==> src/rtl/gpb_pkg.sv <==
package gpb_pkg;

    typedef enum logic [1:0] {
        OP_STORE  = 2'b00,
        OP_DRIVE  = 2'b01,
        OP_FLOAT  = 2'b10,
        OP_ENABLE = 2'b11
    } gpb_op_e;

    localparam int SIDES = 2;

endpackage

==> src/rtl/gpb_side_regs.sv <==
module gpb_side_regs #(
    parameter int LINES = 32,
    localparam int OFFW = $clog2(LINES)
) (
    input  logic             clk,
    input  logic             rst_n,
    input  logic             we,
    input  gpb_pkg::gpb_op_e op,
    input  logic [OFFW-1:0]  off,
    input  logic             val,
    output logic [LINES-1:0] dir_nxt,
    output logic [LINES-1:0] val_nxt,
    output logic [LINES-1:0] dir_q,
    output logic [LINES-1:0] val_q
);
    import gpb_pkg::*;

    logic [LINES-1:0] sel_mask;

    assign sel_mask = {{(LINES-1){1'b0}}, 1'b1} << off;

    // Next-state decode: only the addressed line may change.
    always_comb begin
        dir_nxt = dir_q;
        val_nxt = val_q;
        if (we) begin
            unique case (op)
                OP_STORE: begin
                    val_nxt = val ? (val_q | sel_mask) : (val_q & ~sel_mask);
                end
                OP_DRIVE: begin
                    val_nxt = val ? (val_q | sel_mask) : (val_q & ~sel_mask);
                    dir_nxt = dir_q | sel_mask;
                end
                OP_FLOAT: begin
                    dir_nxt = dir_q & ~sel_mask;
                end
                OP_ENABLE: begin
                    dir_nxt = dir_q | sel_mask;
                end
            endcase
        end
    end

    always_ff @(posedge clk or negedge rst_n) begin
        if (!rst_n) begin
            dir_q <= '0;
            val_q <= '0;
        end else begin
            dir_q <= dir_nxt;
            val_q <= val_nxt;
        end
    end

endmodule

==> src/rtl/gpb_resolve.sv <==
module gpb_resolve #(
    parameter int LINES = 32
) (
    input  logic [LINES-1:0] dir_a,
    input  logic [LINES-1:0] val_a,
    input  logic [LINES-1:0] dir_b,
    input  logic [LINES-1:0] val_b,
    output logic [LINES-1:0] lvl_a,
    output logic [LINES-1:0] lvl_b
);
    // One net per pair: an own output wins, else the partner's output, else pull-down.
    for (genvar i = 0; i < LINES; i++) begin : g_pair
        always_comb begin
            if (dir_a[i])      lvl_a[i] = val_a[i];
            else if (dir_b[i]) lvl_a[i] = val_b[i];
            else               lvl_a[i] = 1'b0;

            if (dir_b[i])      lvl_b[i] = val_b[i];
            else if (dir_a[i]) lvl_b[i] = val_a[i];
            else               lvl_b[i] = 1'b0;
        end
    end

endmodule

==> src/rtl/gpio_pair_bank.sv <==
module gpio_pair_bank #(
    parameter int LINES = 32,
    localparam int OFFW = $clog2(LINES)
) (
    input  logic             clk,
    input  logic             rst_n,
    input  logic             wr_valid,
    input  logic [1:0]       wr_sel,
    input  logic [1:0]       wr_op,
    input  logic [OFFW-1:0]  wr_off,
    input  logic             wr_val,
    input  logic             rd_port,
    input  logic [OFFW-1:0]  rd_off,
    output logic             rd_dir,
    output logic             rd_level,
    output logic [LINES-1:0] level_a,
    output logic [LINES-1:0] level_b
);
    import gpb_pkg::*;

    gpb_op_e          op;
    logic [LINES-1:0] dir_nxt [SIDES];
    logic [LINES-1:0] val_nxt [SIDES];
    logic [LINES-1:0] dir_q   [SIDES];
    logic [LINES-1:0] val_q   [SIDES];
    logic [LINES-1:0] lvl_nxt_a;
    logic [LINES-1:0] lvl_nxt_b;
    logic [LINES-1:0] dir_vec_a;
    logic [LINES-1:0] dir_vec_b;

    assign op = gpb_op_e'(wr_op);

    for (genvar s = 0; s < SIDES; s++) begin : g_side
        gpb_side_regs #(.LINES(LINES)) u_regs (
            .clk     (clk),
            .rst_n   (rst_n),
            .we      (wr_valid && wr_sel[s]),
            .op      (op),
            .off     (wr_off),
            .val     (wr_val),
            .dir_nxt (dir_nxt[s]),
            .val_nxt (val_nxt[s]),
            .dir_q   (dir_q[s]),
            .val_q   (val_q[s])
        );
    end

    // Resolve from the post-write state so both sides' writes land together.
    gpb_resolve #(.LINES(LINES)) u_resolve (
        .dir_a (dir_nxt[0]),
        .val_a (val_nxt[0]),
        .dir_b (dir_nxt[1]),
        .val_b (val_nxt[1]),
        .lvl_a (lvl_nxt_a),
        .lvl_b (lvl_nxt_b)
    );

    always_ff @(posedge clk or negedge rst_n) begin
        if (!rst_n) begin
            level_a <= '0;
            level_b <= '0;
        end else begin
            level_a <= lvl_nxt_a;
            level_b <= lvl_nxt_b;
        end
    end

    assign dir_vec_a = dir_q[0];
    assign dir_vec_b = dir_q[1];

    always_comb begin
        if (rd_port) begin
            rd_dir   = dir_vec_b[rd_off];
            rd_level = level_b[rd_off];
        end else begin
            rd_dir   = dir_vec_a[rd_off];
            rd_level = level_a[rd_off];
        end
    end

endmodule

==> config.mk <==
export PLATFORM = sky130hd
export DESIGN_NAME = gpio_pair_bank
export DESIGN_NICKNAME = d
export VERILOG_FILES = /design/src/rtl/gpb_pkg.sv /design/src/rtl/gpb_side_regs.sv /design/src/rtl/gpb_resolve.sv /design/src/rtl/gpio_pair_bank.sv
export SDC_FILE = /design/constraint.sdc
export NUM_CORES = 1
export LEC_CHECK = 0
export ABC_AREA = 1
export BUFFER_PORTS_ARGS = -buffer_cell sky130_fd_sc_hd__buf_4
export CAP_MARGIN = 40
export CORE_ASPECT_RATIO = 1.25
export CORE_UTILIZATION = 55
export CTS_CLUSTER_DIAMETER = 80
export CTS_CLUSTER_SIZE = 30
export DETAILED_ROUTE_END_ITERATION = 8
export GPL_TIMING_DRIVEN = 0
export PLACE_DENSITY_LB_ADDON = 0.15
export SYNTH_ARGS = -nofsm -noshare
export SYNTH_HDL_FRONTEND = slang
export SYNTH_SLANG_ARGS = --single-unit
==> constraint.sdc <==
create_clock -name clk -period 1.13 [get_ports clk]
set_clock_uncertainty 0.1 [all_clocks]
set_input_delay 0.0565 -clock clk [delete_from_list [all_inputs] [get_ports clk]]
set_output_delay 0.0565 -clock clk [all_outputs]
set_load 0.05 [all_outputs]
==> results.py <==
metrics = {
    "clock_network": {
        "root_buffer": "clkbuf_16",
        "clock_latency_ps": 450,
        "htree_levels": 4,
        "cts.clk_slew.worst_paths_ps": 80,
        "numClockSinks": 192,
        "cts_tree": "built",
        "clockBufferDepth": 2,
        "ctsHoldBuffers": 1,
        "cts_buffers": 17,
    },
    "sta": {
        "fin_ws_ps": -760.1,
        "finalCritPeriodShare": 1.673,
        "setup_violations": 73,
        "period_needed_ps": 1890,
        "relSlewSlack": 0.5082,
        "holdWs_ps": -462.1,
        "hold_viol_final": 96,
        "clock.fmax_mhz": 529.1,
        "worst_pin_slew_ps": 737.8,
        "rsz0062_at_grt": "yes",
        "slew_viol_final": 0,
        "setup_tns_ps": -5864,
    },
    "critical_path": {
        "startpoint": "level_a[16]",
        "cp_slowest_cell": "dfrtp_2",
        "path_cells": "nand2_1 -> nand3_2 -> nand3_2 -> nand2_1 -> nand2_1 -> nand3_1 -> nand3_2 -> nand2_4 -> buf_8",
        "cp_slowest_stage_delay_ps": 430,
        "path_delay_family": "simple AND/OR/NAND/NOR gates",
        "endpoint_kind": "output port",
        "reg2reg_from": "g_side[1].u_regs.dir_q[28]",
        "cp-start-kind": "flop",
        "required_ps": 970,
        "cp.buffers_inverters": 1,
        "criticalPathCategory": "flop to output port",
        "r2r_slack_ps": -10,
        "cp.arrival_ps": 1730,
        "path_max_fanout": 2,
    },
    "detailed_routing": {
        "drt_first_pass_iters": 8,
        "ant_nets": 0,
        "via_per_inst": 6.077,
        "num_vias": 11249,
        "dr.first_iter.drc_count": 1220,
        "highest_layer": "met4",
        "drt_wl_total_mm": 40.96,
        "met3_length_mm": 3.685,
        "wl_met1_mm": 15.54,
        "drc": 0,
        "wl_per_cell_um": 22.13,
        "met2_length_mm": 18.79,
    },
    "power": {
        "power.density_nw_per_um2": 1519,
        "p_leak_nw": 6.674,
        "switchingPower_mw": 8.474,
        "p_int_mw": 13.33,
        "switching_share": 0.3887,
        "power_frac_seq": 0.396,
        "power_frac_clock": 0.277,
        "ir_drop_v": 0.001149,
        "p_comb_frac": 0.327,
    },
    "yosys": {
        "synth_edf_count": 0,
        "synth_top_area_cell": "dfrtp_1",
        "syn_nets": 1491,
        "synthFlopType": "dfrtp_1",
        "netlist_area_um2": 10670,
        "ys_types": 29,
        "seq_area_frac_synth": 0.4504,
        "async_flop_share": 1.000,
        "postSynthAreaPerCell_um2": 7.246,
        "synth_top_area_share": 0.4504,
        "synth_cells": 1472,
        "ys_warn_count": 0,
        "ys_ff_latch": 192,
        "synthTopCellsByArea": "dfrtp_1 45%, nand2_1 16%, nand3_1 14%, inv_1 5.3%, nand4_1 2.1%",
    },
    "finish": {
        "drive_gt1_frac": 0.3329,
        "final_nets": 1625,
        "final_common_cell": "nand2_1",
        "syn2layout_area_growth_pct": 34.55,
        "utilization": 0.7614,
        "diodes": 0,
        "final_cell_mix": "417 x nand2_1, 197 x nand3_1, 143 x inv_1, 128 x dfrtp_1, 82 x nand3_2",
    },
    "placement": {
        "portBuffers": 77,
        "place_hpwl_mm": 28.08,
        "place_ws_ps": -793.5,
        "gp_congestion": 0.9961,
    },
    "global_route": {
        "grt_pass1_wl_mm": 58.60,
        "track_usage": 0.4050,
        "grt_pass1_vias": 10495,
        "grt_overflow": 0,
        "antenna_found_initial": 0,
        "grt_max_degree": 98,
    },
    "floorplanning": {
        "fp.coreArea_um2": 18850,
        "rows": 56,
        "initial_utilization": 0.5659,
        "fp.dieW_um": 126.6,
        "die_h_um": 157.7,
        "dieArea_um2": 19960,
        "io_pins": 85,
    },
    "outcome": {
        "violations": "hold timing, setup timing",
        "status": "finished with violations",
    },
    "min_path": {
        "hold_path.class": "input pin to asynchronous set/reset pin",
    },
    "run": {
        "cap_violations": 0,
    },
}
-- registers in the layout, summed over array words and instances (netlist names) --
register / count
level_b: 32
level_a: 32
g_side.u_regs.dir_q: 64
g_side.u_regs.val_q: 64
-- metal layers --
metal | up-vias | global-route usage
met5 | - | 0
met4 | 0 | 0.2685
met3 | 182 | 0.07908
met2 | 694 | 0.6538
met1 | 5303 | 0.4967
li1 | 5070 | -
-- final cells by class --
class	count	area (µm²)
plain buffers	88	691.9
well taps	232	290.3
repair buffers	116	1310
inverters	158	628.1
clock buffers	18	439.2
clock inverters	14	135.1
flip-flops and latches	192	4885
multi-input cells	1033	5972
fillers	1398	4497
-- worst reg2reg max path, stage by stage (launching register included) --
cell     delay [ps]
dfrtp_1         410
buf_6           130
buf_6           100
nand2_4          60
o21ai_4          70
inv_1            70
nand3_1          60
nand2_1          70
-- power groups by stage --
stage               clock network (mW)  logic, mW  registers, mW
detailed placement                   0       5.98           8.62
floorplan                            0       2.51           10.1
finish                            6.03       7.14           8.63
global placement                     0       5.88           8.62
global route                      6.24       7.55           8.70
CTS                               6.02       6.51           8.57
-- metrics by stage --
stage	cell area, µm²	std cells	total power, mW
after global routing	14350	1851	22.49
after global placement	12180	1781	14.50
after floorplan	11310	1472	12.56
after CTS	13430	1820	21.10
after detailed placement	12240	1784	14.60
final	14350	1851	21.80
-- path summary, 6_finish.rpt --
path | end | cells past startpoint
max | rd_level | 9
min | g_side[1].u_regs.val_q[31] | 1
max reg2reg | level_b[28] | 7
min reg2reg | g_side[0].u_regs.val_q[16] | 2
max in group asynchronous | level_b[0] | 2
min in group clk | g_side[1].u_regs.val_q[6] | 5
-- cell usage after synthesis (10+ instances only) --
cell	number
o21ai_1	19
nand2_1	463
clkbuf_1	50
nand3_1	294
buf_2	18
nand4_1	36
nor3_1	40
nor2_1	37
nor2_2	10
dfrtp_1	192
a21o_1	16
inv_1	150
buf_1	11
o21ai_2	16
o21ai_0	33
a21oi_1	36
-- cells by family after synthesis --
kind of cell,Yosys count,share of synthesized area
compound gates,128,0.07132
flops,192,0.4504
buf+inv,247,0.09490
simple gates,905,0.3833
-- timing repair --
action                                  in CTS  in global routing
hold endpoints to repair                   112                 95
gates resized for setup                    145                176
endpoints found under the setup margin     133                132
pin swaps                                   25                 64
setup buffers                                4                 32
(Power assumes the default switching activity.)
